## config.mk

```make
export PLATFORM = sky130hd
export DESIGN_NAME = presc_reload_timer
export DESIGN_NICKNAME = d
export VERILOG_FILES = /design/src/rtl/prt_pkg.sv /design/src/rtl/prt_rst_sync.sv /design/src/rtl/prt_presc.sv /design/src/rtl/prt_ctrl.sv /design/src/rtl/prt_core.sv /design/src/rtl/presc_reload_timer.sv
export SDC_FILE = /design/constraint.sdc
export NUM_CORES = 1
export LEC_CHECK = 0
export ABC_CLOCK_PERIOD_IN_PS = 3300
export BUFFER_PORTS_ARGS = -buffer_cell sky130_fd_sc_hd__buf_2
export CAP_MARGIN = 10
export CORE_UTILIZATION = 55
export DETAILED_ROUTE_END_ITERATION = 12
export PLACE_DENSITY_LB_ADDON = 0.05
export SYNTH_ARGS = -nofsm -noshare
export SYNTH_HDL_FRONTEND = slang
export SYNTH_SLANG_ARGS = --single-unit
```

## constraint.sdc

```tcl
create_clock -name clk -period 3.3 [get_ports clk]
set_input_delay 0.165 -clock clk [delete_from_list [all_inputs] [get_ports clk]]
set_output_delay 0.165 -clock clk [all_outputs]
set_load 0.01 [all_outputs]
```

## src/rtl/prt_pkg.sv

```systemverilog
package prt_pkg;

  // Operation applied to the counter register on a clock edge
  typedef enum logic [2:0] {
    OP_HOLD   = 3'd0,
    OP_INC    = 3'd1,
    OP_SET    = 3'd2,
    OP_RELOAD = 3'd3,
    OP_WRAP   = 3'd4
  } cnt_op_e;

endpackage

```

## src/rtl/prt_rst_sync.sv

```systemverilog
module prt_rst_sync (
  input  logic clk,
  input  logic rst_n,
  output logic rst_sync_n
);

  logic [1:0] sync_q;

  always_ff @(posedge clk or negedge rst_n) begin
    if (!rst_n) sync_q <= 2'b00;
    else        sync_q <= {sync_q[0], 1'b1};
  end

  assign rst_sync_n = sync_q[1];

endmodule

```

## src/rtl/prt_presc.sv

```systemverilog
module prt_presc #(
  parameter int PRE_W = 3
) (
  input  logic             clk,
  input  logic             rst_ni,
  input  logic             clr,
  input  logic             run,
  input  logic             en,
  input  logic [PRE_W-1:0] sel,
  output logic             tick
);

  localparam int PC_W = 1 << PRE_W;

  logic [PC_W-1:0] pc_q, pc_d;
  logic [PC_W:0]   span;
  logic [PC_W-1:0] lim;
  logic            hit;

  always_comb begin
    span = (PC_W+1)'(2) << sel;
    lim  = PC_W'(span - (PC_W+1)'(1));
    hit  = (pc_q >= lim);
    tick = run && !clr && (!en || hit);
    if (clr || !run || !en || hit) pc_d = '0;
    else                           pc_d = pc_q + PC_W'(1);
  end

  always_ff @(posedge clk or negedge rst_ni) begin
    if (!rst_ni) pc_q <= '0;
    else         pc_q <= pc_d;
  end

endmodule

```

## src/rtl/prt_ctrl.sv

```systemverilog
module prt_ctrl
  import prt_pkg::*;
#(
  parameter int CNT_W    = 32,
  parameter bit ONE_SHOT = 1'b0
) (
  input  logic             cnt_wr,
  input  logic             trig_wr,
  input  logic             tick,
  input  logic             reload_en,
  input  logic             cmp_en,
  input  logic [CNT_W-1:0] cmp_val,
  input  logic [CNT_W-1:0] cnt_q,
  output cnt_op_e          op,
  output logic             ovf_evt,
  output logic             match_evt,
  output logic             halt_set
);

  logic [CNT_W-1:0] cnt_inc;
  logic             at_max;

  always_comb begin
    cnt_inc   = cnt_q + CNT_W'(1);
    at_max    = &cnt_q;
    op        = OP_HOLD;
    ovf_evt   = 1'b0;
    match_evt = 1'b0;
    halt_set  = 1'b0;
    if (cnt_wr) begin
      op = OP_SET;
    end else if (trig_wr) begin
      op = OP_RELOAD;
    end else if (tick) begin
      if (at_max) begin
        ovf_evt = 1'b1;
        if (reload_en) begin
          op = OP_RELOAD;
        end else begin
          op       = OP_WRAP;
          halt_set = ONE_SHOT;
        end
      end else begin
        op        = OP_INC;
        match_evt = cmp_en && (cnt_inc == cmp_val);
      end
    end
  end

endmodule

```

## src/rtl/prt_core.sv

```systemverilog
module prt_core
  import prt_pkg::*;
#(
  parameter int CNT_W    = 32,
  parameter bit ONE_SHOT = 1'b0
) (
  input  logic             clk,
  input  logic             rst_ni,
  input  cnt_op_e          op,
  input  logic [CNT_W-1:0] wdata,
  input  logic             ld_wr,
  input  logic [CNT_W-1:0] ld_wdata,
  input  logic             halt_set,
  input  logic             halt_clr,
  output logic [CNT_W-1:0] cnt_q,
  output logic [CNT_W-1:0] ld_q,
  output logic             halted
);

  logic [CNT_W-1:0] cnt_d;
  logic             cnt_ce;

  always_comb begin
    cnt_ce = 1'b1;
    cnt_d  = cnt_q;
    unique case (op)
      OP_INC:    cnt_d = cnt_q + CNT_W'(1);
      OP_SET:    cnt_d = wdata;
      OP_RELOAD: cnt_d = ld_q;
      OP_WRAP:   cnt_d = '0;
      default:   cnt_ce = 1'b0;
    endcase
  end

  always_ff @(posedge clk or negedge rst_ni) begin
    if (!rst_ni)     cnt_q <= '0;
    else if (cnt_ce) cnt_q <= cnt_d;
  end

  always_ff @(posedge clk or negedge rst_ni) begin
    if (!rst_ni)    ld_q <= '0;
    else if (ld_wr) ld_q <= ld_wdata;
  end

  generate
    if (ONE_SHOT) begin : g_oneshot
      logic halt_q, halt_d;
      always_comb halt_d = halt_set || (halt_q && !halt_clr);
      always_ff @(posedge clk or negedge rst_ni) begin
        if (!rst_ni) halt_q <= 1'b0;
        else         halt_q <= halt_d;
      end
      assign halted = halt_q;
    end else begin : g_freerun
      logic unused_halt;
      assign unused_halt = halt_set ^ halt_clr;
      assign halted      = 1'b0;
    end
  endgenerate

endmodule

```

## src/rtl/presc_reload_timer.sv

```systemverilog
module presc_reload_timer
  import prt_pkg::*;
#(
  parameter int CNT_W    = 32,
  parameter int PRE_W    = 3,
  parameter bit ONE_SHOT = 1'b0
) (
  input  logic             clk,
  input  logic             rst_n,
  input  logic             run_en,
  input  logic             reload_en,
  input  logic             presc_en,
  input  logic [PRE_W-1:0] presc_sel,
  input  logic             cmp_en,
  input  logic [CNT_W-1:0] cmp_val,
  input  logic             cnt_wr,
  input  logic [CNT_W-1:0] cnt_wdata,
  input  logic             ld_wr,
  input  logic [CNT_W-1:0] ld_wdata,
  input  logic             trig_wr,
  output logic [CNT_W-1:0] cnt_q,
  output logic             ovf_pulse,
  output logic             match_pulse
);

  logic             rst_int_n;
  logic             tick;
  logic             halted;
  logic             wr_any;
  logic             ovf_evt, match_evt, halt_set;
  logic [CNT_W-1:0] ld_q;
  cnt_op_e          op;

  assign wr_any = cnt_wr || trig_wr;

  prt_rst_sync u_rst (
    .clk        (clk),
    .rst_n      (rst_n),
    .rst_sync_n (rst_int_n)
  );

  prt_presc #(.PRE_W(PRE_W)) u_presc (
    .clk    (clk),
    .rst_ni (rst_int_n),
    .clr    (wr_any),
    .run    (run_en && !halted),
    .en     (presc_en),
    .sel    (presc_sel),
    .tick   (tick)
  );

  prt_ctrl #(.CNT_W(CNT_W), .ONE_SHOT(ONE_SHOT)) u_ctrl (
    .cnt_wr    (cnt_wr),
    .trig_wr   (trig_wr),
    .tick      (tick),
    .reload_en (reload_en),
    .cmp_en    (cmp_en),
    .cmp_val   (cmp_val),
    .cnt_q     (cnt_q),
    .op        (op),
    .ovf_evt   (ovf_evt),
    .match_evt (match_evt),
    .halt_set  (halt_set)
  );

  prt_core #(.CNT_W(CNT_W), .ONE_SHOT(ONE_SHOT)) u_core (
    .clk      (clk),
    .rst_ni   (rst_int_n),
    .op       (op),
    .wdata    (cnt_wdata),
    .ld_wr    (ld_wr),
    .ld_wdata (ld_wdata),
    .halt_set (halt_set),
    .halt_clr (wr_any),
    .cnt_q    (cnt_q),
    .ld_q     (ld_q),
    .halted   (halted)
  );

  always_ff @(posedge clk or negedge rst_int_n) begin
    if (!rst_int_n) begin
      ovf_pulse   <= 1'b0;
      match_pulse <= 1'b0;
    end else begin
      ovf_pulse   <= ovf_evt;
      match_pulse <= match_evt;
    end
  end

endmodule

```

==> metrics.txt, run 1 <==
CTS root buf=clkbuf_8; Routed Wire Length=between 10 and 15 mm; fin crit share=0.936; layout cells sized above 1=0.351; Achievable Freq=about 0.32 GHz; gr usage total=0.324; register area share after synthesis=0.379; Post-synth EDFFs=0; HPWL Detailed=10.9 mm; HP Class=in -> reg; Rows=34; RSZ-0062 raised after global routing=false; Post-Synthesis Cells=around 530; Min Clock Period, post-route=a little over 3 ns; fin. max-slew vios=0; Hold Slack=~0.017 ns; Cell Chain, Critical Path=buf_2 -> or3_1 -> ha_1 -> xor2_1 -> nor2_1 -> a21oi_1 -> ha_1 -> nor3b_1 -> a21oi_1 -> o2111ai_2 -> a2111oi_0 -> o2111ai_1 -> or4_1 -> nor4_2; Starting Density=0.573; area growth from synthesis to layout=23.5%; Post-Syn Area=~0.005 mm²; Worst Setup Start Kind=input pin; crit-path max cell delay=about 0.46 ns; #FFs+latches synth=76; slew margin rel.=0.343; Die X=97.5 µm; final setup fails=0; ys flop type=dfrtp_1; Vias/cell=approximately 6.0; Core ar.=0.00876 mm²; CP arrival=approximately 3.4 ns; total gr overflow=0; Leak Pwr=around 2.8 nW; H-tree depth=3; io pins=about 140; worst vdd ir=about 0.31 mV; Worst-path clk slew=around 0.080 ns; vias in the first global route=approximately 4800; CP max-delay cell=a2111oi_0; post-synth cell types=73; MaxCap Viol Count=0; DRC viols=0; post-route ant nets=0; Top delay family on crit path=simple AND/OR/NAND/NOR gates; clk_skew=between 0.01 and 0.015 ns; Final #Nets=~800; post-route cell area=around 0.0062 mm²; clock sink total=76; Crit Path Class=in -> reg; Area after DPL=around 0.0059 mm²; outcome=finished, final reports clean; Ant. Diodes=0; Crit path depth=14; GP Congestion=~0.95; initial drt markers=approximately 340; die area=between 0.009 and 0.01 mm²; Max clock buf depth=2; vias=approximately 4800; Slew @ Worst Pin=0.985 ns; CP max FO=6; asr flop ratio synth=1.00; R2R cell count=7; TritonRoute pass-1 iters=7; largest net degree at the start of global routing=75; CP Capture Type=flip-flop; worst skew pair latency=approximately 0.36 ns; worst path bufs/invs=1; Power Dens Cells=420 mW/mm²; Required @ worst endpoint=3.56 ns; Yosys Warn Count=0; average cell area after synthesis=9.49 µm²; Die Y=around 98 µm; fillcell total=742; I/O Buffers=141; Worst Hold Path Cells=3; TritonCTS Buffers=9; initial antenna violation count=0; CTS tree=built; first-pass GRT wire length=roughly 24 mm; Wirelength per Cell=around 19 µm; final hold violation count=0; Syn Nets=approximately 650
cell usage in the layout (no fill, tap or decap), drive strengths merged, types with 7 or more instances in the layout:
cell type  netlist  routed
buf             13     174
dfrtp           76      76
nand2           43      43
nor2            41      41
xnor2           36      36
a21oi           35      35
mux2            32      32
o21ai           26      26
xor2            21      21
nand3           19      19
inv             17      17
nor3            16      16
a221oi          11      11
ha              10      10
nand4           10      10
clkbuf          18      10
nor4             9       9
o211ai           8       8
and3             7       7
worst register-to-register path: cells and delay by family, from the launching register on:
family	cells	cell delay, ns
DFF	1	0.55
xor gates and xnor gates	1	0.21
and+or+nand+nor	5	2.08
AOI/OAI and AO/OA	1	0.14
path summary, 6_finish.rpt:
check | from | slack (ns) | to
min in group asynchronous | rst_n | 0.11 | u_rst.sync_q[1]
min reg2reg | u_rst.sync_q[0] | 0.36 | u_rst.sync_q[1]
min | cnt_wdata[19] | 0.02 | u_core.cnt_q[19]
max | presc_sel[0] | 0.21 | match_pulse
max in group asynchronous | u_rst.sync_q[1] | 2.14 | u_core.cnt_q[24]
max reg2reg | u_core.cnt_q[5] | 0.23 | match_pulse
stage by stage:
stage / cells / total power, W / setup TNS (ns) / utilization / setup slack [ns]
2_1_floorplan: 529 / 0.00154 / 0 / - / 0.0201
3_3_place_gp: 777 / 0.00179 / 0 / 0.679 / 0.0161
3_5_place_dp: 777 / 0.00181 / -0.785 / 0.679 / -0.175
4_1_cts: 794 / 0.00260 / 0 / 0.705 / 0.170
5_1_grt: 797 / 0.00272 / 0 / 0.707 / 0.0145
6_report: 797 / 0.00260 / 0 / 0.707 / 0.211
sequential cells by signal, indices dropped and copies added (netlist names):
register	cells
u_core.ld_q	32
u_core.cnt_q	32
match_pulse	1
ovf_pulse	1
u_rst.sync_q	2
u_presc.pc_q	8
metal layers:
metal / global-route usage / up-vias / wire (µm)
met5: 0.0110 / - / 0
met4: 0.119 / 0 / 302
met3: 0.0417 / 27 / 1170
met2: 0.516 / 237 / 7030
met1: 0.453 / 2295 / 6280
li1: - / 2230 / -
Yosys cell counts, types with 4 or more instances:
| cell type | n | area share |
|---|---|---|
| clkbuf_1 | 15 | 0.011 |
| inv_1 | 17 | 0.013 |
| xor2_1 | 21 | 0.037 |
| nand4_1 | 9 | 0.011 |
| nor2_1 | 40 | 0.030 |
| o21ai_0 | 26 | 0.026 |
| ha_1 | 10 | 0.025 |
| nand2b_1 | 5 | 0.0062 |
| xnor2_1 | 36 | 0.063 |
| nor4_1 | 8 | 0.010 |
| buf_2 | 5 | 0.0050 |
| and3_1 | 6 | 0.0075 |
| a21oi_1 | 35 | 0.035 |
| dfrtp_1 | 76 | 0.38 |
| nand2_1 | 42 | 0.031 |
| o21a_1 | 4 | 0.0060 |
| o211ai_1 | 8 | 0.012 |
| a22oi_1 | 5 | 0.0075 |
| mux2_2 | 32 | 0.072 |
| nor3_1 | 16 | 0.016 |
| a221oi_1 | 11 | 0.019 |
| nand3_1 | 18 | 0.018 |
repair_timing:
item	4_1_cts	5_1_grt
hold buffers	1	0
resized for setup	0	0
setup endpoints to repair	0	2
endpoints found under the hold margin	2	0
setup buffers	0	3
kinds of logic (layout without fill, tap and decap cells):
group,Yosys count,count (layout),synth area share
AO/OA/AOI/OAI,120,120,0.165
XOR/XNOR,61,61,0.118
adder cells (fa/ha/maj),10,10,0.0249
buffers and inverters,48,208,0.0473
flip-flops,76,76,0.379
multiplexers,34,34,0.0758
other,1,1,0.000747
AND/OR/NAND/NOR,179,179,0.190
report_power, final:
group / internal, W / total [W] / switching, W
registers: 0.00102 / 0.00115 / 0.000123
clock network: 0.000428 / 0.000802 / 0.000375
logic: 0.000317 / 0.000656 / 0.000339
final cells by class:
cell class                 instances  area (µm²)  area share
sequential                        76        1900       0.307
timing repair buffer             175         976       0.157
inverter                          17        63.8      0.0103
tap                              108         135      0.0218
multi-input combinational        405        2900       0.468
clock buffer                      10         128      0.0206
clock inverter                     6        90.1      0.0145
Note: power is estimated with default switching activity, not from simulation.
==> run 2: changes to the inputs <==
ABC_CLOCK_PERIOD_IN_PS = 3100   (was 3300)
CORE_UTILIZATION = 53   (was 55)
clock period = 3.1 ns   (was 3.3 ns; I/O delays follow)
==> run 2 against run 1 <==
Net effect:
- first-iteration DRC count is 24% lower
- clock skew is 0.0058 ns higher
- setup slack worse by 0.11 ns
- utilization is 0.23 points higher
- worst hold slack better by 0.0034 ns
- cell count is 4.1% higher
- critical path depth is 7 lower
- total power is 11% higher
- via count is 2.8% higher
- highest routed layer unchanged
- count of clock-buffer cells in the layout is 1 higher
- non-clock buffer count is 30 higher
- sequential share of layout area is 1.5 points lower
==> metrics.txt, run 2 (synthesized netlist as in run 1, its figures left out) <==
outcome=finished, final reports clean; Rows=35; Starting Density=0.546; I/O Buffers=around 140; CP max FO=7; Achievable Freq=~0.33 GHz; R2R cell count=7; CP Capture Type=flip-flop; Worst-path clk slew=0.09 ns; sum of negative setup slack=0 ns; vias=just under 5000; layout cells sized above 1=0.392; HP Class=in -> reg; vias in the first global route=between 4000 and 5000; final setup fails=0; Worst Setup EP=match_pulse; Core ar.=slightly above 0.009 mm²; clock sink total=76; Die X=99.3 µm; Critical R2R Capture=match_pulse; Leak Pwr=about 2.9 nW; Post-Layout Cell Count=830; initial antenna violation count=0; CTS root buf=clkbuf_8; gr usage total=0.324; first-pass GRT wire length=around 25 mm; Cells after DPL=around 810; H-tree depth=3; area growth from synthesis to layout=30.0%; largest net degree at the start of global routing=39; TritonCTS Buffers=9; Required @ worst endpoint=3.36 ns; total gr overflow=0; Slew @ Worst Pin=0.862 ns; Ant. Diodes=0; Crit Path Class=reg -> reg; Min Clock Period, post-route=around 3 ns; Power Dens Cells=about 440 mW/mm²; Vias/cell=a little under 6; commonest cells after routing, fill and taps aside=buf_2 (142), dfrtp_1 (74), buf_4 (55); GP Congestion=about 0.94; most common cell after layout, fill and taps aside=buf_2; HPWL Detailed=11.5 mm; slew margin rel.=0.425; initial drt markers=roughly 260; Routed Wire Length=around 15 mm; Worst R2R Setup Slack=0.10 ns; Max clock buf depth=2; final hold violation count=0; io pins=between 100 and 150; CP arrival=3.25 ns; fin crit share=0.967; Worst Setup Start Kind=flip-flop; largest registers=u_core.cnt_q x32, u_core.ld_q x32, u_presc.pc_q x8; MaxCap Viol Count=0; worst skew pair latency=approximately 0.37 ns; DRC viols=0; fin. max-slew vios=0; worst vdd ir=around 0.28 mV; TritonRoute pass-1 iters=5; Die Y=about 99 µm; CTS tree=built; Critical path origin=u_core.cnt_q[3]; RSZ-0062 raised after global routing=false; post-route ant nets=0; clk_skew=roughly 0.017 ns; final core occ=0.710; die area=0.00987 mm²; Wirelength per Cell=~19 µm; Final #Nets=roughly 830; r2r startpoint=u_core.cnt_q[3]
run 2: layer usage:
layer / GRT usage / part of all wire / wire length, µm / vias to the layer above
met4: 0.115 / 0.024 / 368 / 0
li1: - / - / - / 2290
met2: 0.532 / 0.48 / 7350 / 238
met5: 0 / 0 / 0 / -
met1: 0.442 / 0.42 / 6560 / 2366
met3: 0.0429 / 0.077 / 1190 / 31
run 2: per-stage QoR:
stage          setup WS (ns)  instance area [µm²]  hold slack (ns)  power (W)
6_report               0.104                 6530           0.0202    0.00289
5_1_grt              0.00255                 6530           0.0225    0.00301
4_1_cts               0.0134                 6420           0.0130    0.00288
3_5_place_dp          -0.328                 6170          -0.0515    0.00198
3_3_place_gp          -0.131                 6170          -0.0602    0.00195
2_1_floorplan        -0.0336                 5040           -0.141    0.00164
run 2: final cells by class:
class                   instances  area, µm²
flip-flops and latches         76       1900
repair buffers                205       1220
multi-input cells             405       2970
clock buffers                  11        151
clock inverters                 5       83.8
fillers                       736       2670
inverters                      17       63.8
well taps                     111        139
run 2: where the power goes:
group	leakage (nW)	switching [W]	internal, W
Combinational	1.92	0.000403	0.000382
Sequential	0.916	0.000109	0.00109
Clock	0.112	0.000406	0.000499
Total	2.95	0.000919	0.00197
run 2: critical path, stage by stage (launching register included):
cell	delay [ns]
dfrtp_1	0.45
nand3_4	0.14
or3_1	0.50
or3_2	0.54
xnor2_1	0.15
a2111o_1	0.29
or4_2	0.65
nor4_2	0.16
run 2: repair_timing:
action	in CTS	in global routing
hold buffers	2	0
setup endpoints to repair	0	31
resized for setup	0	19
hold endpoints to repair	3	0
buffers inserted	0	3
run 2: how the worst min path moves through the flow:
stage,from,to,depth (start not counted)
final,ld_wdata[27],u_core.ld_q[27],2
after global routing,ld_wdata[15],u_core.ld_q[15],2
after CTS,ld_wdata[13],u_core.ld_q[13],2
after detailed placement,rst_n,u_rst.sync_q[0],1
after global placement,rst_n,u_rst.sync_q[0],1
after floorplan,rst_n,u_rst.sync_q[0],0
